**config.mk**
```make
export PLATFORM = sky130hd
export DESIGN_NAME = shirq_ctrl
export DESIGN_NICKNAME = d
export VERILOG_FILES = /design/src/rtl/shirq_pkg.sv /design/src/rtl/shirq_regs.sv /design/src/rtl/shirq_detect.sv /design/src/rtl/shirq_route.sv /design/src/rtl/shirq_ctrl.sv
export SDC_FILE = /design/constraint.sdc
export NUM_CORES = 1
export LEC_CHECK = 0
export CAP_MARGIN = 40
export CORE_ASPECT_RATIO = 0.6
export CORE_MARGIN = 10
export CORE_UTILIZATION = 30
export DETAILED_ROUTE_END_ITERATION = 6
export DONT_BUFFER_PORTS = 1
export PLACE_DENSITY = 0.55
export SYNTH_ARGS = -nofsm -noshare
export SYNTH_HDL_FRONTEND = slang
export SYNTH_SLANG_ARGS = --single-unit
```
**constraint.sdc**
```tcl
create_clock -name clk -period 18.4 [get_ports clk]
set_input_delay 5.52 -clock clk [delete_from_list [all_inputs] [get_ports clk]]
set_output_delay 5.52 -clock clk [all_outputs]
set_load 0.005 [all_outputs]
```
**src/rtl/shirq_pkg.sv**
```systemverilog
package shirq_pkg;

  localparam int          BUS_W     = 32;
  localparam int          ADDR_W    = 12;
  localparam int          EDGE_SET  = 31;
  localparam int          EDGE_NUMW = 8;

  localparam logic [11:0] CFG_ADDR   = 12'h000;
  localparam logic [11:0] EDGE_ADDR  = 12'h004;
  localparam logic [11:0] SMASK_ADDR = 12'h300;
  localparam logic [11:0] RMASK_ADDR = 12'h380;

  typedef enum logic [3:0] {
    ACC_NONE,
    ACC_CFG,
    ACC_EDGE,
    ACC_POL,
    ACC_TRIG,
    ACC_DUAL,
    ACC_MASK,
    ACC_SMASK,
    ACC_RMASK,
    ACC_PEND,
    ACC_MAP
  } acc_e;

  // Region select uses addr[11:7]; map words fill the upper half.
  function automatic acc_e decode_addr(input logic [ADDR_W-1:0] a);
    acc_e r;
    r = ACC_NONE;
    if (a[11]) begin
      r = ACC_MAP;
    end else begin
      case (a[10:7])
        4'd0: begin
          if (a[6:0] == 7'h00)      r = ACC_CFG;
          else if (a[6:0] == 7'h04) r = ACC_EDGE;
        end
        4'd2:    r = ACC_POL;
        4'd3:    r = ACC_TRIG;
        4'd4:    r = ACC_DUAL;
        4'd5:    r = ACC_MASK;
        4'd6:    r = ACC_SMASK;
        4'd7:    r = ACC_RMASK;
        4'd8:    r = ACC_PEND;
        default: r = ACC_NONE;
      endcase
    end
    return r;
  endfunction

endpackage

```
**src/rtl/shirq_regs.sv**
```systemverilog
module shirq_regs
  import shirq_pkg::*;
#(
  parameter int N  = 40,
  parameter int C  = 3,
  parameter int CW = 2
) (
  input  logic              clk,
  input  logic              rst_n,
  input  logic              wr_en,
  input  logic [ADDR_W-1:0] addr,
  input  logic [BUS_W-1:0]  wr_data,
  output logic [N-1:0]      pol_o,
  output logic [N-1:0]      trig_o,
  output logic [N-1:0]      dual_o,
  output logic [N-1:0]      mask_o,
  output logic [N*CW-1:0]   map_o,
  output logic [N-1:0]      sw_set_o,
  output logic [N-1:0]      sw_clr_o
);

  acc_e                 wacc;
  logic [4:0]           widx;
  logic [8:0]           wline;
  logic [EDGE_NUMW-1:0] eline;
  logic                 ctx_ok;

  logic [N-1:0]    pol_q, pol_d;
  logic [N-1:0]    trig_q, trig_d;
  logic [N-1:0]    dual_q, dual_d;
  logic [N-1:0]    mask_q, mask_d;
  logic [N*CW-1:0] map_q, map_d;
  logic            cfg_we;

  assign wacc   = wr_en ? decode_addr(addr) : ACC_NONE;
  assign widx   = addr[6:2];
  assign wline  = addr[10:2];
  assign eline  = wr_data[EDGE_NUMW-1:0];
  assign ctx_ok = ({1'b0, wr_data[CW-1:0]} < (CW+1)'(C));
  assign cfg_we = (wacc == ACC_POL) || (wacc == ACC_TRIG) || (wacc == ACC_DUAL) ||
                  (wacc == ACC_SMASK) || (wacc == ACC_RMASK) || (wacc == ACC_MAP);

  always_comb begin
    pol_d  = pol_q;
    trig_d = trig_q;
    dual_d = dual_q;
    mask_d = mask_q;
    map_d  = map_q;
    for (int i = 0; i < N; i++) begin
      if (widx == 5'(i / 32)) begin
        if (wacc == ACC_POL)  pol_d[i]  = wr_data[i % 32];
        if (wacc == ACC_TRIG) trig_d[i] = wr_data[i % 32];
        if (wacc == ACC_DUAL) dual_d[i] = wr_data[i % 32];
        if ((wacc == ACC_SMASK) && wr_data[i % 32]) mask_d[i] = 1'b1;
        if ((wacc == ACC_RMASK) && wr_data[i % 32]) mask_d[i] = 1'b0;
      end
      if ((wacc == ACC_MAP) && (wline == 9'(i)) && ctx_ok)
        map_d[i*CW +: CW] = wr_data[CW-1:0];
    end
  end

  always_comb begin
    for (int i = 0; i < N; i++) begin
      sw_set_o[i] = (wacc == ACC_EDGE) &&  wr_data[EDGE_SET] && (eline == EDGE_NUMW'(i));
      sw_clr_o[i] = (wacc == ACC_EDGE) && !wr_data[EDGE_SET] && (eline == EDGE_NUMW'(i));
    end
  end

  always_ff @(posedge clk or negedge rst_n) begin
    if (!rst_n) begin
      pol_q  <= '0;
      trig_q <= '0;
      dual_q <= '0;
      mask_q <= '0;
      map_q  <= '0;
    end else if (cfg_we) begin
      pol_q  <= pol_d;
      trig_q <= trig_d;
      dual_q <= dual_d;
      mask_q <= mask_d;
      map_q  <= map_d;
    end
  end

  assign pol_o  = pol_q;
  assign trig_o = trig_q;
  assign dual_o = dual_q;
  assign mask_o = mask_q;
  assign map_o  = map_q;

endmodule

```
**src/rtl/shirq_detect.sv**
```systemverilog
module shirq_detect #(
  parameter int N = 40
) (
  input  logic         clk,
  input  logic         rst_n,
  input  logic [N-1:0] irq_in,
  input  logic [N-1:0] pol,
  input  logic [N-1:0] trig,
  input  logic [N-1:0] dual,
  input  logic [N-1:0] sw_set,
  input  logic [N-1:0] sw_clr,
  output logic [N-1:0] pend_o,
  output logic [N-1:0] latch_o
);

  for (genvar i = 0; i < N; i++) begin : g_line
    logic prev_q;
    logic latch_q, latch_d;
    logic rise, fall, hw_edge, active;

    always_comb begin
      active  = irq_in[i] ^ pol[i];
      rise    = irq_in[i] & ~prev_q;
      fall    = ~irq_in[i] & prev_q;
      if (dual[i])     hw_edge = trig[i] & (rise | fall);
      else if (pol[i]) hw_edge = trig[i] & fall;
      else             hw_edge = trig[i] & rise;
      // a detected edge outranks a software clear in the same cycle
      latch_d = hw_edge | sw_set[i] | (latch_q & ~sw_clr[i]);
    end

    always_ff @(posedge clk or negedge rst_n) begin
      if (!rst_n) begin
        prev_q  <= 1'b0;
        latch_q <= 1'b0;
      end else begin
        prev_q  <= irq_in[i];
        latch_q <= latch_d;
      end
    end

    assign pend_o[i]  = trig[i] ? latch_q : active;
    assign latch_o[i] = latch_q;
  end

endmodule

```
**src/rtl/shirq_route.sv**
```systemverilog
module shirq_route #(
  parameter int N  = 40,
  parameter int C  = 3,
  parameter int CW = 2,
  parameter int IW = 6
) (
  input  logic            clk,
  input  logic            rst_n,
  input  logic [N-1:0]    pend,
  input  logic [N-1:0]    mask,
  input  logic [N*CW-1:0] map,
  output logic [C-1:0]    ctx_irq_o,
  output logic [C*IW-1:0] ctx_idx_o
);

  for (genvar c = 0; c < C; c++) begin : g_ctx
    logic [N-1:0]  sel;
    logic          hit_d, hit_q;
    logic [IW-1:0] idx_d, idx_q;

    always_comb begin
      for (int i = 0; i < N; i++)
        sel[i] = pend[i] & mask[i] & (map[i*CW +: CW] == CW'(c));
      hit_d = |sel;
      idx_d = '0;
      for (int i = N - 1; i >= 0; i--)
        if (sel[i]) idx_d = IW'(i);
    end

    always_ff @(posedge clk or negedge rst_n) begin
      if (!rst_n) begin
        hit_q <= 1'b0;
        idx_q <= '0;
      end else begin
        hit_q <= hit_d;
        idx_q <= idx_d;
      end
    end

    assign ctx_irq_o[c]            = hit_q;
    assign ctx_idx_o[c*IW +: IW]   = idx_q;
  end

endmodule

```
**src/rtl/shirq_ctrl.sv**
```systemverilog
module shirq_ctrl
  import shirq_pkg::*;
#(
  parameter int NUM_LINES = 40,
  parameter int NUM_CTX   = 3,
  localparam int CTX_W    = (NUM_CTX > 1) ? $clog2(NUM_CTX) : 1,
  localparam int IDX_W    = (NUM_LINES > 1) ? $clog2(NUM_LINES) : 1
) (
  input  logic                     clk,
  input  logic                     rst_n,
  input  logic                     wr_en,
  input  logic                     rd_en,
  input  logic [11:0]              addr,
  input  logic [31:0]              wr_data,
  output logic [31:0]              rd_data,
  input  logic [NUM_LINES-1:0]     irq_in,
  output logic [NUM_CTX-1:0]       ctx_irq,
  output logic [NUM_CTX*IDX_W-1:0] ctx_idx
);

  localparam int NW = (NUM_LINES + 31) / 32;
  localparam logic [31:0] CFG_WORD = {8'h00, 8'(NUM_LINES / 8 - 1), 8'h00, 8'(NUM_CTX - 1)};

  logic [1:0] rs_q;
  logic       srst_n;

  always_ff @(posedge clk or negedge rst_n) begin
    if (!rst_n) rs_q <= '0;
    else        rs_q <= {rs_q[0], 1'b1};
  end
  assign srst_n = rs_q[1];

  logic [NUM_LINES-1:0]       pol, trig, dual, mask, pend, latch, sw_set, sw_clr;
  logic [NUM_LINES*CTX_W-1:0] map;

  shirq_regs #(.N(NUM_LINES), .C(NUM_CTX), .CW(CTX_W)) u_regs (
    .clk      (clk),
    .rst_n    (srst_n),
    .wr_en    (wr_en),
    .addr     (addr),
    .wr_data  (wr_data),
    .pol_o    (pol),
    .trig_o   (trig),
    .dual_o   (dual),
    .mask_o   (mask),
    .map_o    (map),
    .sw_set_o (sw_set),
    .sw_clr_o (sw_clr)
  );

  shirq_detect #(.N(NUM_LINES)) u_detect (
    .clk     (clk),
    .rst_n   (srst_n),
    .irq_in  (irq_in),
    .pol     (pol),
    .trig    (trig),
    .dual    (dual),
    .sw_set  (sw_set),
    .sw_clr  (sw_clr),
    .pend_o  (pend),
    .latch_o (latch)
  );

  shirq_route #(.N(NUM_LINES), .C(NUM_CTX), .CW(CTX_W), .IW(IDX_W)) u_route (
    .clk       (clk),
    .rst_n     (srst_n),
    .pend      (pend),
    .mask      (mask),
    .map       (map),
    .ctx_irq_o (ctx_irq),
    .ctx_idx_o (ctx_idx)
  );

  // read path: pad each array to whole words, then pick one
  logic [NW*32-1:0] pol_w, trig_w, dual_w, mask_w, pend_w;
  logic [4:0]       ridx;
  logic [8:0]       rline;
  logic [31:0]      rd_d, rd_q;
  logic             word_ok;

  assign ridx    = addr[6:2];
  assign rline   = addr[10:2];
  assign word_ok = (int'(ridx) < NW);

  always_comb begin
    pol_w  = '0;
    trig_w = '0;
    dual_w = '0;
    mask_w = '0;
    pend_w = '0;
    pol_w[NUM_LINES-1:0]  = pol;
    trig_w[NUM_LINES-1:0] = trig;
    dual_w[NUM_LINES-1:0] = dual;
    mask_w[NUM_LINES-1:0] = mask;
    pend_w[NUM_LINES-1:0] = pend;
    rd_d = '0;
    case (decode_addr(addr))
      ACC_CFG:  rd_d = CFG_WORD;
      ACC_POL:  if (word_ok) rd_d = pol_w[32*int'(ridx) +: 32];
      ACC_TRIG: if (word_ok) rd_d = trig_w[32*int'(ridx) +: 32];
      ACC_DUAL: if (word_ok) rd_d = dual_w[32*int'(ridx) +: 32];
      ACC_MASK: if (word_ok) rd_d = mask_w[32*int'(ridx) +: 32];
      ACC_PEND: if (word_ok) rd_d = pend_w[32*int'(ridx) +: 32];
      ACC_MAP:  if (int'(rline) < NUM_LINES) rd_d = 32'(map[CTX_W*int'(rline) +: CTX_W]);
      default:  rd_d = '0;
    endcase
  end

  always_ff @(posedge clk or negedge srst_n) begin
    if (!srst_n)    rd_q <= '0;
    else if (rd_en) rd_q <= rd_d;
  end

  assign rd_data = rd_q;

endmodule

```
Word level (Yosys, flattened, before mapping)
Index checks and enable logic that the tools add are counted.
W data, S select, Z words.
{"block": "totals", "mem_bits_rw": 0, "latchBits": 0, "memories": 0, "input_bits": 88, "reg_bits": 375, "out_inout_bits": 53, "romBits": 0}
{"block": "op_classes", "add_sub_neg": 0, "muxes": 316, "reduce_logical": 398, "n_bitwise": 680, "n_eq_ne": 181, "n_div": 0, "multipliers": 0, "order_cmp": 3, "shift": 6}
{"cell": "$mux W6", "count": 120}
{"cell": "$and A1 B1 Y1", "count": 400}
{"cell": "$shiftx A64 B11 Y32", "count": 5}
{"cell": "$logic_and A1 B1 Y1", "count": 226}
{"cell": "$pmux W32 S7", "count": 1}
{"cell": "$mux W1", "count": 184}
{"cell": "$mux W32", "count": 5}
{"cell": "$eq A9 B5 Y1 const B", "count": 16}
{"cell": "$reduce_and A3 Y1", "count": 46}
{"cell": "$eq A8 B5 Y1 const B", "count": 16}
{"cell": "$not A1 Y1", "count": 120}
{"cell": "$or A1 B1 Y1", "count": 120}
{"cell": "$reduce_or A40 Y1", "count": 3}
{"cell": "$eq A2 B1 Y1 const B", "count": 40}
{"cell": "$eq A2 B2 Y1 const B", "count": 40}
{"cell": "$logic_not A2 Y1", "count": 40}
{"cell": "$reduce_and A2 Y1", "count": 40}
{"cell": "$shiftx A80 B11 Y2", "count": 1}
{"cell": "$eq A9 B4 Y1 const B", "count": 8}
{"cell": "$eq A9 B6 Y1 const B", "count": 8}
{"cell": "$eq A8 B4 Y1 const B", "count": 8}
{"cell": "$eq A8 B6 Y1 const B", "count": 8}
{"cell": "$reduce_bool A2 Y1", "count": 32}
{"cell": "$eq A4 B3 Y1 const B", "count": 10}
{"cell": "other kinds (25)", "count": 87}

Depth between registers and ports, before layout
Gate-level depths: netlist of the first run.
{"block": "depth", "ltp_word": 44, "ltp_mapped": 11, "ltp_nobuf": 8}

Cells and area by module
A second synthesis of the first run with hierarchy kept.
{"block": "unflattened", "hier_cells": 2340, "hier_area_um2": 23724.0}
{"mod": "shirq_regs", "area_per_inst_um2": 11028.1, "cells_per_inst": 896, "instances": 1, "seq_area_each_um2": 6005.8}
{"mod": "shirq_detect", "area_per_inst_um2": 5849.4, "cells_per_inst": 640, "instances": 1, "seq_area_each_um2": 2001.9}
{"mod": "shirq_ctrl", "area_per_inst_um2": 3589.7, "cells_per_inst": 376, "instances": 1, "seq_area_each_um2": 850.8}
{"mod": "shirq_route", "area_per_inst_um2": 3256.9, "cells_per_inst": 428, "instances": 1, "seq_area_each_um2": 525.5}

Worst setup path after synthesis of the first run
OpenSTA, ideal clock, no wires.
{"block": "synth_path", "path_kind": "input to register", "startpoint": "input addr[2]", "endpoint": "register rd_q[0] (netlist: rd_data[0])", "stages": 9, "setup_ps": 126, "setup_slack_ps": 10719, "arrival_ps": 7555, "path_cell_list": "buf_4 buf_4 buf_2 mux4_2 mux2i_1 nor4_1 a211oi_1 o311ai_0 o32a_1"}
{"block": "synth_via", "elab_chain_cells": 7}
{"element": "from (decl)", "line": "shirq_ctrl.sv:13", "rtl": "input logic [11:0] addr,"}
{"element": "$eq A7 B3 Y1", "line": "shirq_pkg.sv:37", "rtl": "else if (a[6:0] == 7'h04) r = ACC_EDGE;"}
{"element": "$mux W2", "line": "shirq_pkg.sv:37"}
{"element": "$mux W4", "line": "shirq_pkg.sv:36", "rtl": "if (a[6:0] == 7'h00) r = ACC_CFG;"}
{"element": "$pmux W4 S8", "line": "shirq_pkg.sv:34", "rtl": "case (a[10:7])"}
{"element": "$mux W4", "line": "shirq_pkg.sv:31", "rtl": "if (a[11]) begin"}
{"element": "$eq A4 B4 Y1 (tied with other cells)", "line": "shirq_ctrl.sv:97", "rtl": "case (decode_addr(addr))"}
{"element": "$pmux W32 S7 *", "line": "shirq_ctrl.sv:97"}
{"element": "to (signal assigned)", "line": "shirq_ctrl.sv:111", "rtl": "else if (rd_en) rd_q <= rd_d;"}
{"element": "to (decl)", "line": "shirq_ctrl.sv:78", "rtl": "logic [31:0] rd_d, rd_q;"}
Every way passes the cells marked *; elsewhere a longest branch is shown, timed or not.
A chain may end at the register's enable or synchronous reset.

Final worst setup path of the first run
{"block": "layout_path", "startpoint": "input addr[10]", "endpoint": "register u_regs.pol_q[26] (netlist: u_regs.pol_o[26])"}
{"block": "layout_via", "elab_chain_cells": 11}
{"element": "$eq A4 B4 Y1 (tied with other cells)", "line": "shirq_pkg.sv:34"}
{"element": "$pmux W4 S8 *", "line": "shirq_pkg.sv:34"}
{"element": "$mux W4 *", "line": "shirq_pkg.sv:31"}
{"element": "$mux W4 *", "line": "shirq_regs.sv:35", "rtl": "assign wacc = wr_en ? decode_addr(addr) : ACC_NONE;"}
{"element": "$eq A4 B2 Y1 or $eq A4 B3 Y1 (tied branches)", "line": "shirq_regs.sv:40, shirq_regs.sv:51"}
{"element": "$logic_or A1 B1 Y1 (3 in a row)", "line": "shirq_regs.sv:40", "rtl": "assign cfg_we = (wacc == ACC_POL) || (wacc == ACC_TRIG) || (wacc == ACC_DUAL) ||"}
{"element": "$logic_or A1 B1 Y1 (2 in a row)", "line": "shirq_regs.sv:41", "rtl": "(wacc == ACC_SMASK) || (wacc == ACC_RMASK) || (wacc == ACC_MAP);"}
{"element": "$reduce_and A3 Y1 (no line) *"}
{"element": "to (signal assigned)", "line": "shirq_regs.sv:77", "rtl": "pol_q <= pol_d;"}
{"element": "to (decl)", "line": "shirq_regs.sv:28", "rtl": "logic [N-1:0] pol_q, pol_d;"}
Marks and branches as above.

==> results of run 1 <==
sequential cells by signal (all words and copies together) (netlist names):
register / count
u_regs.dual_o: 40
u_route.g_ctx.hit_q: 3
u_regs.pol_o: 40
rs_q: 2
rd_data: 32
u_detect.g_line.prev_q: 40
u_regs.map_o: 80
u_route.g_ctx.idx_q: 18
u_regs.trig_o: 40
u_regs.mask_o: 40
u_detect.g_line.latch_q: 40
worst max path at each step:
| stage | end | depth (start not counted) | slack [ns] | from |
|---|---|---|---|---|
| after CTS | u_regs.pol_o[26] | 6 | 10.06 | addr[7] |
| after detailed placement | u_regs.pol_o[26] | 6 | 9.47 | addr[7] |
| after global routing | u_regs.pol_o[26] | 6 | 9.89 | addr[7] |
| final | u_regs.pol_o[26] | 6 | 9.98 | addr[10] |
| after global placement | u_regs.pol_o[26] | 6 | 9.63 | addr[10] |
| after floorplan | rd_data[0] | 0 | 7.17 | rs_q[1] |
cells by family after synthesis:
logic type	count (synthesis)
AOI/OAI and AO/OA	497
xor gates and xnor gates	41
adders and majority gates	80
buffers and inverters	210
DFF	375
muxes	303
other	1
and+or+nand+nor	604
through the flow:
step / power [mW] / utilization (%) / area, sq um / hold slack (ns)
after global routing: 1.91 / 34.0 / 24600 / 0.347
after global placement: 1.04 / 31.9 / 23100 / 0.316
after CTS: 1.85 / 34.0 / 24600 / 0.322
after floorplan: 1.00 / - / 22100 / 0.331
final: 1.84 / 34.0 / 24600 / 0.308
after detailed placement: 1.05 / 32.3 / 23400 / 0.322
critical path, stage by stage:
cell and delay (ns):
nor3_1 0.61, and4_1 0.42, o31ai_4 0.16, nor3_4 0.75
nand3_4 0.77, mux2_1 0.59
final cells by class:
class	instances	area (sq um)	area share, %
Multi-Input combinational cell	1526	11800	48.1
Sequential cell	375	9390	38.1
Clock buffer	59	1090	4.43
Tap cell	975	1220	4.96
Timing Repair Buffer	46	485	1.97
Antenna cell	2	5.00	0.0203
Clock inverter	8	124	0.503
Inverter	123	462	1.88
power by group through the flow:
| stage | Combinational, mW | Clock (mW) | Sequential (mW) |
|---|---|---|---|
| 2_1_floorplan | 0.102 | 0 | 0.900 |
| 3_3_place_gp | 0.137 | 0 | 0.900 |
| 3_5_place_dp | 0.145 | 0 | 0.901 |
| 4_1_cts | 0.146 | 0.821 | 0.886 |
| 5_1_grt | 0.164 | 0.859 | 0.890 |
| 6_report | 0.148 | 0.803 | 0.887 |
metal layers:
metal  part of all wire, %  track usage, %  wire (um)  up-vias
met2                    36            24.6      31900      916
met1                    48            29.9      42000     9148
met5                 0.056               0         49        -
met3                    15            10.8      12900      111
met4                   1.6            3.18       1420        8
li1                      -               -          -     7841
placed cells by master, fill, tap and decap left out, drive strengths merged, types with 5 or more instances in the layout:
cell       n
a211o     23
a211oi     8
a21oi     86
a221oi    13
a222oi    23
a22oi      6
and2       7
buf       43
clkbuf    61
dfrtp    375
ha        80
inv      123
mux2     255
mux2i     24
mux4      24
nand2    173
nand2b    48
nand3     33
nand3b    17
nand4     13
nand4b     5
nand4bb    5
nor2     114
nor2b     36
nor3      59
nor3b     18
nor4      12
nor4b      6
o2111ai   27
o211ai   104
o21ai    109
o22a       5
o22ai     29
o31ai     18
or2        5
or3       20
or3b      14
xor2      39
==> reports/metrics.cfg, run 1 <==
[layout]
area_growth_pct=11.5
layout-drive-gt1-share_pct=19.5
fillCellCount=7222
final_cells=3114
fin_nets=2278

[synth]
ys_seq_area_share_pct=42.5
synth_top_family_by_area=multiplexers
synthTopCellsByArea=dfrtp_1 (42%), mux2_2 (11%), ha_1 (4.5%), o211ai_1 (3.5%), nand2_1 (2.9%)
synthAdderAreaFrac_pct=4.53
yosysUniqueCellTypes=97
synth_top_area_share_pct=42.5
synthMuxAreaShare_pct=17.0
synthSimpleGateAreaFrac_pct=14.7
ys_seq_elements=375
synth_compound_area_share_pct=15.6
synth.largest_area_cell=dfrtp_1
syn-num-nets=2279
synth_common_cells=dfrtp_1 (375), mux2_2 (220), nand2_1 (172)
synth_edf_count=0
synth_flop_cell=dfrtp_1
syn_area_sq_um=22100
async_reset_ff_share_pct=100
yosys.area_share.xor_xnor_pct=1.63
yosysWarningCount=0
syn_avg_cell_area_sq_um=10.5
synth.most_common_cell=dfrtp_1
syn_inst=2111

[placed_design]
place_congestion=0.947
place_inst=3041
preCtsSetupSlack_ns=9.47
port_buffers=0
dp_hpwl_um=68200

[timing]
tns_ns=0
rsz0062_at_grt=false
min_period_over_period_pct=45.8
layout_setup_ws_ns=9.98
setup_violations=0
max_slew_margin_pct=28.8
fin_skew_ns=0.0222
fmax_mhz=119
worstMarginPinSlew_ns=1.05
drv_slew=0
min_period_ns=8.42
hold_viol_final=0

[global_routing]
track_usage_pct=20.0
grt_max_degree=76
grt.overflow.total=0
grt_pass1_wl_um=126000
antenna_found_initial=5
first_global_vias=17200

[power_and_ir_drop]
power.switching_mw=0.470
swShare_pct=25.6
pwr-share-clk_pct=43.7
p_leak_nw=11.1
vdd_drop_max_uv=60.9
pwr-share-comb_pct=8.1
p_per_area_nw_per_um2=74.7
intPower_mw=1.37
power_frac_seq_pct=48.3

[setup_path]
cp.required_ns=18.84
rr_worst_depth=8
setup.worst_path.start_class=input port
crit_path_max_fanout=33
end_kind=flip-flop
worstSetupPathType=input port to flip-flop
crit_arrival_ns=8.86
timing.rr.end=u_route.g_ctx[0].idx_q[1]
r2r_slack_ns=15.20
timing.rr.start=u_regs.pol_o[31]

[die]
core_area_sq_um=72400
die_w_um=370
fp-row-count=76
dieArea_sq_um=85200
die_h_um=230
boundaryPins=141
start_util_pct=30.5

[clock_tree]
clock-root-buffer=clkbuf_16
hold_buffers=0
tritoncts=done
clk_latency_ns=0.57
cts_resized=0
numCtsBuffers=38
clkTransAtPathRegs_ns=0.07
htree_levels=2
post_cts_buffers=0
clockBufferDepth=3
cts_sinks=375

[detailed_routing]
vias_per_cell=5.79
drc=0
drtPass1Iterations=6
drt-wirelength-per-cell_um=28.3
ant_nets=0
vias=18000
detail_route.iter0.violations=2320
routed_wl_um=88200

[run]
drv_cap=0

[min_path]
hp-class=flip-flop to asynchronous set/reset pin

[outcome]
outcome=complete, no violations

Power figures use the tool's default switching activity.
==> run 2: changes to the inputs <==
==> constraint.sdc (replaced) <==
create_clock -name clk -period 8.66 [get_ports clk]
set_input_delay 2.598 -clock clk [delete_from_list [all_inputs] [get_ports clk]]
set_output_delay 2.598 -clock clk [all_outputs]
set_load 0.005 [all_outputs]
==> run 2 against run 1 <==
Via count increased by 1.1%. Routed wire length decreased by 0.77%. Global-route usage decreased by 0.22 points. Critical path depth unchanged. Utilization increased by 0.13 points. Flip-flop and latch count unchanged. Register-to-register slack got worse by 9.8 ns. Critical endpoint unchanged. Largest power group is now the clock network. Highest routed layer is now met4.
==> reports/metrics.cfg, run 2 (synthesis results as in run 1) <==
[die]
die_w_um=370
start_util_pct=30.5
dieArea_sq_um=85200
core_area_sq_um=72400
fp-row-count=76
die_h_um=230
boundaryPins=141

[power_and_ir_drop]
total_power_mw=4.13
p_per_area_nw_per_um2=167
swShare_pct=25.9
p_leak_nw=11.2
intPower_mw=3.06
vdd_drop_max_uv=143
power_frac_seq_pct=45.5
pwr-share-clk_pct=46.9
pwr-share-comb_pct=7.6
power.switching_mw=1.07

[global_routing]
grtUsageMet1_pct=31.3
first_global_vias=17400
grt.met3_usage_pct=7.25
grt_pass1_wl_um=126000
antenna_found_initial=2
grt_max_degree=150
grt.overflow.total=0
busiest_layer=met1
grtUsageMet2_pct=25.1
track_usage_pct=19.8

[clock_tree]
clk_latency_ns=0.60
clockBufferDepth=3
cts_resized=0
numCtsBuffers=42
cts_sinks=375
clkTransAtPathRegs_ns=0.06
post_cts_buffers=0
htree_levels=2
hold_buffers=0
clock-root-buffer=clkbuf_16
tritoncts=done

[layout]
area_growth_pct=11.9
largest_reg_flops=80
fillCellCount=7228
final_cell_mix=dfrtp_1 (374), mux2_2 (220), nand2_1 (172)
layout-drive-gt1-share_pct=19.9
fin_nets=2273
layout_commonest_cell=dfrtp_1

[placed_design]
port_buffers=0
dp_hpwl_um=66900
place_congestion=0.943

[detailed_routing]
drtPass1Iterations=6
ant_nets=0
routed_wl_um=87500
vias_per_cell=5.85
drc=0
vias=18200
detail_route.iter0.violations=2268
drt-wirelength-per-cell_um=28.1

[setup_path]
r2r_slack_ns=5.36
cp_num_buf_inv=0
end_kind=flip-flop
path_cells=nor3_1 > and4_1 > o31ai_4 > nor3_4 > nand3_4 > mux2_1
path_delay_family=simple AND/OR/NAND/NOR gates
rr_worst_depth=7
cp.required_ns=9.11
crit_cells=6
setup.worst_path.start_class=input port
slowest_stage=nor3_1
crit_path_max_fanout=33
crit_arrival_ns=6.00
crit_path_max_incr_delay_ns=0.76
worstSetupPathType=input port to flip-flop

[timing]
drv_slew=0
min_period_ns=5.55
max_slew_margin_pct=25.8
rsz0062_at_grt=false
min_period_over_period_pct=64.1
tns_ns=0
fin_skew_ns=0.0421
hold_viol_final=0
worstMarginPinSlew_ns=1.10
fmax_mhz=180
setup_violations=0

[outcome]
outcome=complete, no violations

[min_path]
hp-class=flip-flop to asynchronous set/reset pin

[run]
drv_cap=0

[run 2: cell types whose count changed in the layout (fill, tap and decap cells not counted), sizes merged]
cell,change
buf,-6
clkbuf,-6
clkinv,+7
bufinv,+2
clkinvlp,+2
clkdlybuf4s15,-1
[run 2: through the flow]
step                hold WS, ns  worst slack, ns  area [sq um]  utilization [%]  std cells
global route              0.324             3.03         24700             34.1       3110
CTS                       0.310             3.24         24700             34.1       3109
detailed placement        0.319             2.65         23300             32.1       3035
floorplan                 0.331             2.54         22100                -       2111
global placement          0.304             2.70         23100             31.9       3017
finish                    0.274             3.11         24700             34.2       3112
[run 2: worst register-to-register path, stage by stage (launching register included)]
cell      delay (ns)
dfrtp_1         0.42
xor2_1          0.23
o211ai_1        0.68
o31ai_1         0.37
a221oi_1        0.61
o41ai_1         0.25
a31oi_1         0.40
nor3_1          0.16
[run 2: worst paths after layout]
kind                            startpoint                        end
max in group asynchronous          rs_q[1]                rd_data[25]
hold / removal                     rs_q[1]           u_regs.map_o[72]
setup reg to reg           u_regs.pol_o[9]  u_route.g_ctx[0].idx_q[0]
min in group clk                   rs_q[0]                    rs_q[1]
setup / recovery                   addr[7]           u_regs.pol_o[26]
hold reg to reg                    rs_q[1]           u_regs.map_o[72]
[run 2: area by class of cell]
cell class	instances	area (sq um)	share of cell area, %
Sequential cell	375	9390	38.0
Tap cell	975	1220	4.94
Timing Repair Buffer	37	365	1.48
Multi-Input combinational cell	1526	11800	47.9
Clock buffer	55	1180	4.78
Inverter	123	462	1.87
Clock inverter	19	260	1.05
Antenna cell	2	5.00	0.0202
[run 2: metal layers]
| metal | vias up | share of wire [%] |
|---|---|---|
| li1 | 7816 | - |
| met1 | 9318 | 48 |
| met2 | 1002 | 37 |
| met3 | 79 | 13 |
| met4 | 0 | 1.1 |
| met5 | - | 0 |
[run 2: power by group through the flow]
stage          Sequential [mW]  Clock [mW]  Combinational, mW
6_report                  1.88        1.94              0.312
2_1_floorplan             1.91           0              0.217
4_1_cts                   1.88        1.96              0.308
5_1_grt                   1.89        2.04              0.341
3_5_place_dp              1.91           0              0.307
3_3_place_gp              1.91           0              0.294
==> run 3: changes to the inputs <==
==> constraint.sdc (replaced) <==
create_clock -name clk -period 5.3 [get_ports clk]
set_input_delay 1.59 -clock clk [delete_from_list [all_inputs] [get_ports clk]]
set_output_delay 1.59 -clock clk [all_outputs]
set_load 0.005 [all_outputs]
==> run 3 against run 2 <==
Total power rose by 60%. Critical path depth rose by 2. Via count shrank 1.7%. Combinational power grew 61%. Non-clock buffer count increased by 11. Critical endpoint is now u_detect.g_line[19].latch_q.
==> reports/metrics.cfg, run 3 (synthesis results as in run 1) <==
[global_routing]
grt_pass1_wl_um=125000
first_global_vias=17200
grt_max_degree=166
grt.overflow.total=0
track_usage_pct=19.9
antenna_found_initial=0

[setup_path]
end_kind=flip-flop
cp.required_ns=5.73
worstSetupPathType=input port to flip-flop
crit_path_max_incr_delay_ns=0.76
crit_path_max_fanout=16
path_cells=nor3_1 > nand4_1 > nor3b_2 > nor2_1 > and4b_1 > nand2_1 > o21ai_0 > o211ai_1
slowest_stage=nor3_1
setup.worst_path.start_class=input port
crit_arrival_ns=4.34

[power_and_ir_drop]
vdd_drop_max_uv=206
p_per_area_nw_per_um2=268
p_leak_nw=11.2

[layout]
area_growth_pct=11.8
post-route-cell-area_sq_um=24700
final_util_pct=34.1
fin_nets=2283
layout_commonest_cell=dfrtp_1
layout-drive-gt1-share_pct=20.0
largest_reg_flops=80
final_cell_mix=dfrtp_1 (374), mux2_2 (220), nand2_1 (172)
fillCellCount=7215

[clock_tree]
post_cts_buffers=0
clk_latency_ns=0.60
htree_levels=2
cts_sinks=375
tritoncts=done
clock-root-buffer=clkbuf_16
clockBufferDepth=3
cts_resized=0
clkTransAtPathRegs_ns=0.06
numCtsBuffers=41
hold_buffers=0

[die]
boundaryPins=141
dieArea_sq_um=85200
fp-row-count=76
die_w_um=370
core_area_sq_um=72400
die_h_um=230
start_util_pct=30.5

[timing]
setup_violations=0
min_period_ns=3.91
min_period_over_period_pct=73.8
fmax_mhz=256
worstMarginPinSlew_ns=0.988
drv_slew=0
max_slew_margin_pct=34.1
fin_skew_ns=0.0303
rsz0062_at_grt=false
hold_viol_final=0
tns_ns=0

[run]
drv_cap=0

[min_path]
hp-class=flip-flop to asynchronous set/reset pin

[detailed_routing]
detail_route.iter0.violations=2132
drc=0
wl_met2_um=32000
ant_nets=0
vias_per_cell=5.74
dr_wl_met3_um=13500
routed_wl_um=87500
vias=17900
met1_length_um=40600
drtPass1Iterations=6
drt-wirelength-per-cell_um=28.0
routed.top_layer=met4

[placed_design]
port_buffers=0
dp_hpwl_um=67000
place_area_sq_um=23300
place_congestion=0.971

[outcome]
outcome=complete, no violations

run 3: final timing paths:
path	start	end	slack [ns]	depth (start not counted)
setup / recovery	addr[7]	u_detect.g_line[19].latch_q	1.39	8
setup reg to reg	u_regs.pol_o[11]	u_route.g_ctx[2].idx_q[0]	2.05	8
max in group asynchronous	rs_q[1]	u_regs.map_o[62]	3.64	1
hold reg to reg	rs_q[1]	u_detect.g_line[6].prev_q	0.30	0
min in group clk	rs_q[0]	rs_q[1]	0.35	0
hold / removal	rs_q[1]	u_detect.g_line[6].prev_q	0.30	0
run 3: worst max-delay path, delay by kind of cell:
kind / cells / cell delay [ns]
AO/OA/AOI/OAI: 2 / 0.54
AND/OR/NAND/NOR: 6 / 2.20
run 3: area by class of cell:
type / count / area (sq um) / area share, %
multi-input cells: 1526 / 11800 / 47.9
flip-flops and latches: 375 / 9390 / 38.0
well taps: 975 / 1220 / 4.94
clock buffers: 59 / 1170 / 4.75
inverters: 123 / 462 / 1.87
repair buffers: 48 / 415 / 1.68
clock inverters: 15 / 195 / 0.791
diodes: 1 / 2.50 / 0.0101
run 3: per-layer routing:
layer  vias up  track usage, %
met1      9075            29.4
met4         0            3.60
li1       7842               -
met5         -               0
met3        88            10.8
met2       901            24.6
run 3: where the power goes:
| part | switching, mW | total [mW] | internal (mW) |
|---|---|---|---|
| Sequential | 0.100 | 3.08 | 2.98 |
| Combinational | 0.301 | 0.501 | 0.199 |
| Clock | 1.33 | 3.04 | 1.71 |
run 3: per-stage QoR:
step	power [mW]	setup WS [ns]	std cells	hold slack [ns]
after floorplan	3.48	1.55	2111	0.331
after detailed placement	3.62	0.884	3044	0.309
after global placement	3.60	0.898	3036	0.304
after global routing	6.84	1.13	3121	0.335
final	6.61	1.39	3122	0.302
after CTS	6.66	1.50	3118	0.316
